==> config.mk <==
export PLATFORM = sky130hd
export DESIGN_NAME = sdac_wr_port
export DESIGN_NICKNAME = d
export VERILOG_FILES = /design/src/rtl/sdac_pkg.sv /design/src/rtl/sdac_sync.sv /design/src/rtl/sdac_edge_det.sv /design/src/rtl/sdac_frame_shifter.sv /design/src/rtl/sdac_cmd_regs.sv /design/src/rtl/sdac_wr_port.sv
export SDC_FILE = /design/constraint.sdc
export NUM_CORES = 1
export LEC_CHECK = 0
export ABC_CLOCK_PERIOD_IN_PS = 4600
export BUFFER_PORTS_ARGS = -buffer_cell sky130_fd_sc_hd__buf_2
export CAP_MARGIN = 25
export CORE_MARGIN = 4
export CORE_UTILIZATION = 60
export CTS_BUF_LIST = sky130_fd_sc_hd__clkbuf_8
export DETAILED_ROUTE_END_ITERATION = 16
export GPL_TIMING_DRIVEN = 1
export PLACE_DENSITY = 0.82
export RECOVER_POWER = 25
export SLEW_MARGIN = 20
export SYNTH_ARGS = -nofsm -noshare
export SYNTH_HDL_FRONTEND = slang
export SYNTH_SLANG_ARGS = --single-unit
==> constraint.sdc <==
create_clock -name clk -period 4.6 [get_ports clk]
set_input_delay 0.23 -clock clk [delete_from_list [all_inputs] [get_ports clk]]
set_output_delay 0.23 -clock clk [all_outputs]
set_load 0.03 [all_outputs]
==> src/rtl/sdac_pkg.sv <==
package sdac_pkg;

  // Word geometry of one write frame
  localparam int FRAME_W   = 16;
  localparam int MODE_W    = 2;
  localparam int FIELD_W   = FRAME_W - MODE_W;   // width of the justified code field

  // Output-state selection carried in the leading frame bits
  typedef enum logic [MODE_W-1:0] {
    PD_DRIVE = 2'b00,
    PD_R1K   = 2'b01,
    PD_R100K = 2'b10,
    PD_HIZ   = 2'b11
  } pd_mode_e;

endpackage

==> src/rtl/sdac_sync.sv <==
// Multi-stage level synchronizer for one asynchronous input.
module sdac_sync #(
  parameter int   STAGES  = 2,
  parameter logic RST_VAL = 1'b0
) (
  input  logic clk,
  input  logic rst_n,
  input  logic d_i,
  output logic q_o
);

  logic [STAGES-1:0] chain_q;

  always_ff @(posedge clk or negedge rst_n) begin
    if (!rst_n) chain_q <= {STAGES{RST_VAL}};
    else        chain_q <= {chain_q[STAGES-2:0], d_i};
  end

  assign q_o = chain_q[STAGES-1];

endmodule

==> src/rtl/sdac_edge_det.sv <==
// Synchronizes an input and flags its falling edges in the system clock.
module sdac_edge_det #(
  parameter int   STAGES  = 2,
  parameter logic RST_VAL = 1'b0
) (
  input  logic clk,
  input  logic rst_n,
  input  logic d_i,
  output logic lvl_o,
  output logic fall_o
);

  logic lvl_w;
  logic prev_q;

  sdac_sync #(.STAGES(STAGES), .RST_VAL(RST_VAL)) u_sync (
    .clk  (clk),
    .rst_n(rst_n),
    .d_i  (d_i),
    .q_o  (lvl_w)
  );

  always_ff @(posedge clk or negedge rst_n) begin
    if (!rst_n) prev_q <= RST_VAL;
    else        prev_q <= lvl_w;
  end

  assign lvl_o  = lvl_w;
  assign fall_o = prev_q & ~lvl_w;

endmodule

==> src/rtl/sdac_frame_shifter.sv <==
// Tracks one write frame and captures only the bits that are kept.
module sdac_frame_shifter
  import sdac_pkg::*;
#(
  parameter int CODE_W = 10
) (
  input  logic                     clk,
  input  logic                     rst_n,
  input  logic                     frm_lvl_i,   // synchronized strobe level (1 = idle)
  input  logic                     frm_fall_i,  // strobe falling edge
  input  logic                     sck_fall_i,  // serial clock falling edge
  input  logic                     sdi_i,       // synchronized data
  output logic                     armed_o,
  output logic                     commit_o,
  output logic [MODE_W+CODE_W-1:0] word_o
);

  localparam int KEEP_W = MODE_W + CODE_W;
  localparam int CNT_W  = $clog2(FRAME_W);
  localparam logic [CNT_W-1:0] LAST_IDX = CNT_W'(FRAME_W - 1);

  logic              armed_q;
  logic [CNT_W-1:0]  cnt_q;
  logic [KEEP_W-1:0] keep_q;
  logic [KEEP_W-1:0] keep_nxt;
  logic              take;

  assign take     = armed_q & sck_fall_i & ~frm_lvl_i;
  assign commit_o = take & (cnt_q == LAST_IDX);
  assign armed_o  = armed_q;
  assign word_o   = keep_nxt;

  // Bit counter and frame state
  always_ff @(posedge clk or negedge rst_n) begin
    if (!rst_n) begin
      armed_q <= 1'b0;
      cnt_q   <= '0;
    end else if (frm_lvl_i) begin
      armed_q <= 1'b0;
      cnt_q   <= '0;
    end else if (frm_fall_i) begin
      armed_q <= 1'b1;
      cnt_q   <= '0;
    end else if (take) begin
      cnt_q <= cnt_q + 1'b1;
      if (cnt_q == LAST_IDX) armed_q <= 1'b0;
    end
  end

  // Position-addressed capture: frame bit n (n counted from first) lands at KEEP_W-1-n
  for (genvar i = 0; i < KEEP_W; i++) begin : g_keep
    localparam logic [CNT_W-1:0] POS = CNT_W'(KEEP_W - 1 - i);
    logic hit;
    assign hit         = take & (cnt_q == POS);
    assign keep_nxt[i] = hit ? sdi_i : keep_q[i];

    always_ff @(posedge clk or negedge rst_n) begin
      if (!rst_n)                        keep_q[i] <= 1'b0;
      else if (frm_lvl_i || frm_fall_i)  keep_q[i] <= 1'b0;
      else if (hit)                      keep_q[i] <= sdi_i;
    end
  end

endmodule

==> src/rtl/sdac_cmd_regs.sv <==
// Holds the committed code and output-state mode.
module sdac_cmd_regs
  import sdac_pkg::*;
#(
  parameter int CODE_W = 10
) (
  input  logic                     clk,
  input  logic                     rst_n,
  input  logic                     commit_i,
  input  logic [MODE_W+CODE_W-1:0] word_i,
  output logic [CODE_W-1:0]        code_o,
  output pd_mode_e                 mode_o,
  output logic                     upd_o,
  output logic                     drive_en_o
);

  localparam int KEEP_W = MODE_W + CODE_W;

  pd_mode_e new_mode;
  assign new_mode = pd_mode_e'(word_i[KEEP_W-1 -: MODE_W]);

  always_ff @(posedge clk or negedge rst_n) begin
    if (!rst_n) begin
      code_o     <= '0;
      mode_o     <= PD_DRIVE;
      upd_o      <= 1'b0;
      drive_en_o <= 1'b1;
    end else begin
      upd_o <= commit_i;
      if (commit_i) begin
        code_o     <= word_i[CODE_W-1:0];
        mode_o     <= new_mode;
        drive_en_o <= (new_mode == PD_DRIVE);
      end
    end
  end

endmodule

==> src/rtl/sdac_wr_port.sv <==
// Serial write port of a voltage DAC: frame capture and command registers.
module sdac_wr_port
  import sdac_pkg::*;
#(
  parameter int CODE_W      = 10,   // 1..FIELD_W
  parameter int SYNC_STAGES = 2
) (
  input  logic              clk,
  input  logic              rst_n,
  input  logic              frm_n_i,
  input  logic              sck_i,
  input  logic              sdi_i,
  output logic [CODE_W-1:0] code_o,
  output logic [1:0]        pd_mode_o,
  output logic              upd_o,
  output logic              drive_en_o
);

  localparam int KEEP_W = MODE_W + CODE_W;

  logic              frm_lvl;
  logic              frm_fall;
  logic              sck_lvl;
  logic              sck_fall;
  logic              sdi_lvl;
  logic              armed;
  logic              commit;
  logic [KEEP_W-1:0] word;
  pd_mode_e          mode_q;

  sdac_edge_det #(.STAGES(SYNC_STAGES), .RST_VAL(1'b1)) u_frm (
    .clk(clk), .rst_n(rst_n), .d_i(frm_n_i), .lvl_o(frm_lvl), .fall_o(frm_fall)
  );

  sdac_edge_det #(.STAGES(SYNC_STAGES), .RST_VAL(1'b1)) u_sck (
    .clk(clk), .rst_n(rst_n), .d_i(sck_i), .lvl_o(sck_lvl), .fall_o(sck_fall)
  );

  sdac_sync #(.STAGES(SYNC_STAGES), .RST_VAL(1'b0)) u_sdi (
    .clk(clk), .rst_n(rst_n), .d_i(sdi_i), .q_o(sdi_lvl)
  );

  sdac_frame_shifter #(.CODE_W(CODE_W)) u_shift (
    .clk       (clk),
    .rst_n     (rst_n),
    .frm_lvl_i (frm_lvl),
    .frm_fall_i(frm_fall),
    .sck_fall_i(sck_fall & ~sck_lvl),
    .sdi_i     (sdi_lvl),
    .armed_o   (armed),
    .commit_o  (commit),
    .word_o    (word)
  );

  sdac_cmd_regs #(.CODE_W(CODE_W)) u_regs (
    .clk       (clk),
    .rst_n     (rst_n),
    .commit_i  (commit),
    .word_i    (word),
    .code_o    (code_o),
    .mode_o    (mode_q),
    .upd_o     (upd_o),
    .drive_en_o(drive_en_o)
  );

  assign pd_mode_o = mode_q;

endmodule

==> metrics.yaml, run 1 <==
status:
  status: "finished, violations left"
  violations: "max-capacitance violations, max-slew violations"
place:
  dp_hpwl_mm: 1.85
  place.gp.congestion: 0.825
  place_inst: 169
  port_buffers: 18
run:
  max-cap-violations: 1
sta:
  period_minus_slack_ns: 1.94
  rsz0062_at_grt: "false"
  fin_crit_sh_pct: 42.2
  finalMaxSlewViolations: 40
  fmax_mhz: 515
  setup_violations: 0
  setup_tns_ns: 0
  finClkSkew_ns: 0.00420
  tightest_slew_ns: 1.98
  timing.hold.ws_ns: 0.0383
  hold_viol_final: 0
  slew_headroom_pct: -32.1
layout:
  regArea_sq_um: 985
  nets: 155
  fin_util_pct: 73.1
  multi_input_area_sq_um: 633
  final_layout_size_suffix_gt1_share_pct: 30.6
  instances_no_fill: 177
  syn_to_final_growth_pct: 12.3
  nFillCells: 173
  antennaDiodeCount: 0
worst_setup_path:
  cp.arrival_ns: 2.15
  rrSetupSlack_ns: 2.66
  cp-start-kind: "flop"
  cp_max_fo: 14
  r2r_end: "u_shift.keep_q[10]$_DFF_PN0_"
  r2r-start: "u_frm.u_sync.chain_q[1]$_DFF_PN1_"
  crit_path_end_kind: "flop"
  critPathKind: "reg -> reg"
  rr_worst_depth: 3
  crit_required_ns: 4.81
clocking:
  cts_hold_buf: 0
  root_buffer: "clkbuf_8"
  clkSinkCount: 39
  clock_latency_ns: 0.29
  cts.clk_slew.worst_paths_ns: 0.07
  cts-buffers-inserted: 5
  h-tree-depth: 2
  post_cts_buffers: 0
  cts_tree: "yes"
  ctsResizeCount: 0
  max-clock-path-buffers: 2
power:
  ir_worst_vdd_v: 0.000483
  pwr_density_cell_mw_per_mm2: 353
  p_leak_nw: 0.950
  power.total_uw: 662
grt:
  grt_pass1_wl_mm: 4.69
  antenna_found_initial: 0
  grt_start_max_net_pins: 40
  gr-usage-all-layers_pct: 18.0
  overflow: 0
  grt_pass1_vias: 1003
synthesis:
  ys_ff_latch: 39
  synth.distinct_cells: 29
  yosys_warnings: 0
  syn-cell-area_sq_mm: 0.00167
  synth_nets: 136
  ys_seq_area_share_pct: 58.9
  syn_inst: 127
  syn_avg_cell_area_sq_um: 13.2
floorplan:
  dieArea_sq_mm: 0.00369
  num_rows: 18
  initial_utilization_pct: 65.1
  die_h_microns: 60.8
  io_pins: 19
  core_sq_mm: 0.00257
  die_x_microns: 60.8
route:
  wire_per_inst_microns: 16.1
  vias: 1005
  viasPerCell: 5.68
  drc: 0
  totalWireLength_mm: 2.85
  drt-initial-drc-count: 25
  detail-route-antenna-nets: 0
  firstDrtPassIters: 4
hold_path:
  hold_path_class: "in -> reg"
  holdPathEnd: "u_sck.u_sync.chain_q[0]$_DFF_PN1_"
  min_path_cells: 1
  hp-start: "sck_i"
synth_stat cells:
master | instances | share of area, %
o21ai_0 | 2 | 0.60
and4bb_1 | 1 | 0.75
nor2b_1 | 2 | 0.75
or3_1 | 3 | 1.1
nand3_1 | 6 | 1.8
nor3b_1 | 1 | 0.45
mux2_4 | 8 | 7.2
and3_4 | 1 | 0.67
nand4b_1 | 4 | 2.1
buf_6 | 2 | 1.3
nand3b_1 | 1 | 0.45
nand2_1 | 14 | 3.1
nand4bb_1 | 1 | 0.67
clkbuf_1 | 3 | 0.67
buf_2 | 1 | 0.30
dfrtp_1 | 32 | 48
nor2_1 | 2 | 0.45
inv_1 | 4 | 0.90
mux2i_1 | 12 | 7.2
and4b_1 | 1 | 0.60
mux2_2 | 5 | 3.4
o31ai_1 | 1 | 0.45
ha_1 | 4 | 3.0
o22ai_1 | 1 | 0.37
nand2b_1 | 1 | 0.37
or2_2 | 1 | 0.37
nand4_1 | 3 | 1.1
a21oi_1 | 3 | 0.90
dfstp_2 | 7 | 11
kinds of logic (layout without fill, tap and decap cells):
logic type,after synthesis,count (layout),share of synthesized area (%)
fa+ha+maj,4,4,2.99
buf+inv,10,30,3.22
compound gates,7,7,2.32
simple gates,42,42,14.8
mux,25,25,17.7
flops,39,39,58.9
through the flow:
step | cell area (sq um) | setup WS, ns
2_1_floorplan | 1670 | 2.91
3_3_place_gp | 1760 | 2.79
3_5_place_dp | 1760 | 2.67
4_1_cts | 1880 | 2.64
5_1_grt | 1880 | 2.46
6_report | 1880 | 2.66
sequential cells by signal, summed over array words and instances (netlist names), 2 cells and up:
| register | count |
|---|---|
| u_frm.u_sync.chain_q | 2 |
| u_regs.code_o | 10 |
| u_regs.mode_o | 2 |
| u_sck.u_sync.chain_q | 2 |
| u_sdi.chain_q | 2 |
| u_shift.cnt_q | 4 |
| u_shift.keep_q | 12 |
per-layer routing:
| metal | track usage [%] | part of all wire [%] | vias up |
|---|---|---|---|
| met5 | 0 | 0 | - |
| met4 | 6.50 | 1.0 | 0 |
| met3 | 7.02 | 5.5 | 4 |
| met2 | 28.9 | 49 | 27 |
| met1 | 22.2 | 44 | 495 |
| li1 | - | - | 479 |
power by group:
group	switching, mW	total [mW]	internal, mW
clock	0.115	0.290	0.175
combinational	0.0138	0.0182	0.00443
sequential	0.00424	0.354	0.349
total	0.133	0.662	0.529
critical path, stage by stage (launching register included):
cell	delay, ns
dfstp_1	0.44
nor2_1	0.71
nand2_1	0.46
mux2i_1	0.25
how the worst max path moves through the flow:
stage                                            from                      endpoint  slack (ns)
finish              u_frm.u_sync.chain_q[1]$_DFF_PN1_  u_shift.keep_q[10]$_DFF_PN0_        2.66
global route        u_frm.u_sync.chain_q[1]$_DFF_PN1_   u_shift.keep_q[0]$_DFF_PN0_        2.46
CTS                 u_frm.u_sync.chain_q[1]$_DFF_PN1_  u_shift.keep_q[10]$_DFF_PN0_        2.64
detailed placement  u_frm.u_sync.chain_q[1]$_DFF_PN1_  u_shift.keep_q[10]$_DFF_PN0_        2.67
global placement               u_sck.prev_q$_DFF_PN1_  u_regs.code_o[5]$_DFFE_PN0P_        2.79
floorplan                u_shift.cnt_q[0]$_DFFE_PN0P_  u_regs.code_o[0]$_DFFE_PN0P_        2.91
layout make-up:
cell class,count,area share (%)
Multi-Input combinational cell,78,33.7
Clock inverter,2,1.87
Timing Repair Buffer,18,4.73
Sequential cell,39,52.5
Clock buffer,6,4.40
Tap cell,30,2.00
Inverter,4,0.800
cells in the final DEF, fill, tap and decap left out, types with 2 or more instances in the layout:
cell | synthesis | final
mux2_4 | 8 | 8
ha_1 | 4 | 4
buf_2 | 1 | 17
nor2b_1 | 2 | 2
or3_1 | 3 | 3
nand4b_1 | 4 | 4
nor2_1 | 2 | 2
dfstp_1 | 0 | 2
mux2i_1 | 12 | 12
dfstp_2 | 7 | 5
dfrtp_1 | 32 | 32
nand4_1 | 3 | 3
o21ai_0 | 2 | 2
nand2_1 | 14 | 14
a21oi_1 | 3 | 3
mux2_2 | 5 | 5
nand3_1 | 6 | 6
clkbuf_8 | 0 | 6
inv_1 | 4 | 4
(Power assumes the default switching activity.)
==> run 2, diff against run 1 <==
- ABC_AREA: not set -> 1
- ABC_CLOCK_PERIOD_IN_PS: 4600 -> 1600
- CORE_UTILIZATION: 60 -> 54
- PLACE_DENSITY: 0.82 -> 0.77
- clock period: 4.6 -> 1.6 ns (I/O delays scaled with it)
==> run 2 against run 1 <==
Compared with the run above:
- the run now ends clean
- via count rose by 27%
- flip-flop and latch count did not move
- global-route usage barely moved
- cell count rose by 47%
- synthesized cell count rose by 48%
- die area rose by 12%
- worst hold slack improved by 0.31 ns
- critical endpoint is now u_shift.keep_q[2]$_DFF_PN0_
- largest power group unchanged
==> metrics.yaml, run 2 <==
status:
  status: "finished clean"
synthesis:
  yosys-top-cells-count: "58 x nand2_1, 32 x dfrtp_1, 17 x nand3_1"
  synth.distinct_cells: 21  # -28%
  synth.area.mux_share_pct: 0  # -18 points
  synthMostInstantiatedCell: "nand2_1"
  synth_compound_area_share_pct: 6.42  # +4.1 points
  synth_simple_gate_area_share_pct: 27.6  # +13 points
  synth_top_family_by_area: "simple AND/OR/NAND/NOR gates"
  yosys_warnings: 0  # unchanged
  syn_inst: 188  # +48%
  async_reset_ff_share_pct: 100  # unchanged
  synth_edf_count: 0  # unchanged
  synth_xor_area_share_pct: 0  # unchanged
  syn-cell-area_sq_mm: 0.00171  # +2.5%
  ys_ff_latch: 39  # unchanged
  synthAdderAreaFrac_pct: 2.92  # -0.074 points
  synth_nets: 197  # +45%
  ys_seq_area_share_pct: 57.4  # -1.5 points
  synthTopCellsByArea: "dfrtp_1 47%, nand2_1 13%, dfstp_2 11%, nand3_1 5.0%, nand4_1 4.0%"
  synth_top_area_share_pct: 46.7  # -1.2 points
  synth_flop_cell: "dfrtp_1"
  syn_avg_cell_area_sq_um: 9.12  # -31%
  yosysTopAreaCell: "dfrtp_1"
clocking:
  cts.clk_slew.worst_paths_ns: 0.07  # about the same
  max-clock-path-buffers: 2  # unchanged
  cts_tree: "yes"
  root_buffer: "clkbuf_8"
  cts-buffers-inserted: 5  # unchanged
  clock_latency_ns: 0.28  # about the same
  h-tree-depth: 2  # unchanged
  clkSinkCount: 39  # unchanged
  post_cts_buffers: 0  # unchanged
worst_setup_path:
  cp_slowest_stage_delay_ns: 0.53  # -0.18 ns
  slowest_stage: "dfstp_2"
  cp.arrival_ns: 1.58  # -0.57 ns
  crit_chain: "nand2_1 -> nor2_4 -> nand4_1 -> nand2_1 -> nor2_1"
  path_common_cell: "nand2_1"
  crit_path_end_kind: "flop"
  critPathKind: "reg -> reg"
  crit_required_ns: 1.76  # -3.05 ns
  cp_max_fo: 19  # +5
  cp-start-kind: "flop"
grt:
  use_met1_pct: 23.5  # +1.3 points
  overflow: 0  # unchanged
  grt_pass1_vias: 1216  # +21%
  grt_start_max_net_pins: 21  # -48%
  grt_pass1_wl_mm: 5.64  # +20%
  use_met2_pct: 26.9  # -1.9 points
  antenna_found_initial: 0  # unchanged
  gr-usage-all-layers_pct: 18.0  # about the same
  groute.layer.met3.usage_pct: 6.50  # -0.52 points
  busiest_layer: "met2"
layout:
  finalInstanceArea_sq_mm: 0.00199  # +6.1%
  final_cell_mix: "58 x nand2_1, 32 x dfrtp_1, 17 x nand3_1, 17 x buf_2, 15 x nor2_1"
  syn_to_final_growth_pct: 16.1
  antennaDiodeCount: 0  # unchanged
  reg_top3: "u_shift.keep_q x12, u_regs.code_o x10, u_shift.cnt_q x4"
  top_register: "u_shift.keep_q"
  regArea_sq_um: 985  # unchanged
  nFillCells: 271  # +57%
  multi_input_area_sq_um: 636  # +0.40%
  final_layout_size_suffix_gt1_share_pct: 19.4  # -11 points
  nets: 225  # +45%
  largest_reg_flops: 12  # unchanged
  mostFrequentLayoutCell: "nand2_1"
place:
  place.gp.congestion: 0.866  # +5.0%
  port_buffers: 18  # unchanged
  place_area_sq_mm: 0.00187  # +6.2%
  dp_hpwl_mm: 2.23  # +20%
power:
  pwr_density_cell_mw_per_mm2: 839  # +140%
  ir_worst_vdd_v: 0.000585  # +21%
  p_leak_nw: 0.972  # +2.4%
route:
  viasPerCell: 4.88  # -14%
  wire_per_inst_microns: 11.8  # -26%
  drc: 0  # unchanged
  drt-initial-drc-count: 49  # +96%
  detail-route-antenna-nets: 0  # unchanged
  vias: 1273  # +27%
  totalWireLength_mm: 3.09  # +8.6%
  firstDrtPassIters: 4  # unchanged
floorplan:
  die_h_microns: 64.3  # +5.9%
  num_rows: 20  # +2
  die_x_microns: 64.3  # +5.9%
  dieArea_sq_mm: 0.00414  # +12%
  io_pins: 19  # unchanged
  core_sq_mm: 0.00305  # +19%
  initial_utilization_pct: 56.1  # -9.0 points
sta:
  hold_viol_final: 0  # unchanged
  tightest_slew_ns: 1.14  # -0.844 ns
  fin_crit_sh_pct: 89.2  # +47 points
  setup_violations: 0  # unchanged
  fmax_mhz: 701  # +36%
  slew_headroom_pct: 24.1  # +56 points
  period_minus_slack_ns: 1.43  # -0.513 ns
  setup_tns_ns: 0  # unchanged
  rsz0062_at_grt: "false"
  timing.hold.ws_ns: 0.351  # +0.312 ns
  finalMaxSlewViolations: 0  # -100%
  finClkSkew_ns: 0.00810  # +0.00390 ns
hold_path:
  hold_path_class: "reg -> reg"
run:
  max-cap-violations: 0  # -1
-- run 2: cell count changes after synthesis, moves of 4 or more --
| cell | delta |
|---|---|
| nand2_1 | +44 |
| nor2_1 | +13 |
| mux2i_1 | -12 |
| nand3_1 | +11 |
| mux2_4 | -8 |
| nand4_1 | +8 |
| o21bai_1 | +8 |
| inv_1 | +6 |
| mux2_2 | -5 |
| inv_2 | +4 |
| nand4b_1 | -4 |
-- run 2: kinds of logic after synthesis --
family	after synthesis
AO/OA/AOI/OAI	18
buffers and inverters	21
flip-flops	39
adder cells (fa/ha/maj)	4
AND/OR/NAND/NOR	106
-- run 2: layout make-up --
class,count,share of cell area [%]
sequential,39,49.5
multi-input combinational,128,31.9
timing repair buffer,27,8.99
clock buffer,5,3.46
inverter,15,2.83
tap,44,2.77
clock inverter,3,0.566
-- run 2: final timing paths --
kind	startpoint	to	slack, ns	depth (start not counted)
max	u_sck.prev_q$_DFF_PN1_	u_shift.keep_q[2]$_DFF_PN0_	0.17	5
max in group asynchronous	rst_n	u_sck.u_sync.chain_q[0]$_DFF_PN1_	0.31	3
min reg2reg	u_sdi.chain_q[0]$_DFF_PN0_	u_sdi.chain_q[1]$_DFF_PN0_	0.35	0
min in group asynchronous	rst_n	u_regs.code_o[1]$_DFFE_PN0P_	0.54	2
min	u_sdi.chain_q[0]$_DFF_PN0_	u_sdi.chain_q[1]$_DFF_PN0_	0.35	0
max reg2reg	u_sck.prev_q$_DFF_PN1_	u_shift.keep_q[2]$_DFF_PN0_	0.17	5
-- run 2: power by group --
| part | switching (mW) | internal [mW] | leakage (nW) | total, mW |
|---|---|---|---|---|
| clock network | 0.302 | 0.290 | 0.0519 | 0.591 |
| logic | 0.0449 | 0.0220 | 0.406 | 0.0669 |
| registers | 0.00724 | 1.00 | 0.514 | 1.01 |
| total | 0.354 | 1.32 | 0.972 | 1.67 |
-- run 2: critical path: cells and delay by family (launching register included) --
| family | cells | cell delay [ns] |
|---|---|---|
| flops | 1 | 0.53 |
| simple gates | 5 | 0.79 |
-- run 2: what timing repair did --
action | in CTS | in global routing
hold buffers | 4 | 0
endpoints found under the setup margin | 0 | 2
gates resized for setup | 0 | 1
hold endpoints to repair | 21 | 0
-- run 2: per-stage QoR --
stage	total power [mW]	setup slack, ns	util [%]	instances
detailed placement	1.09	0.184	61.2	249
CTS	1.70	0.179	65.2	261
global route	1.76	0.0125	65.2	261
finish	1.67	0.173	65.2	261
floorplan	1.05	0.258	-	188
global placement	1.09	0.201	61.2	249
-- run 2: routing by layer --
layer | part of all wire, % | up-vias
met5 | 0 | -
met4 | 0.61 | 0
met3 | 4.5 | 2
met2 | 47 | 31
met1 | 48 | 572
li1 | - | 668
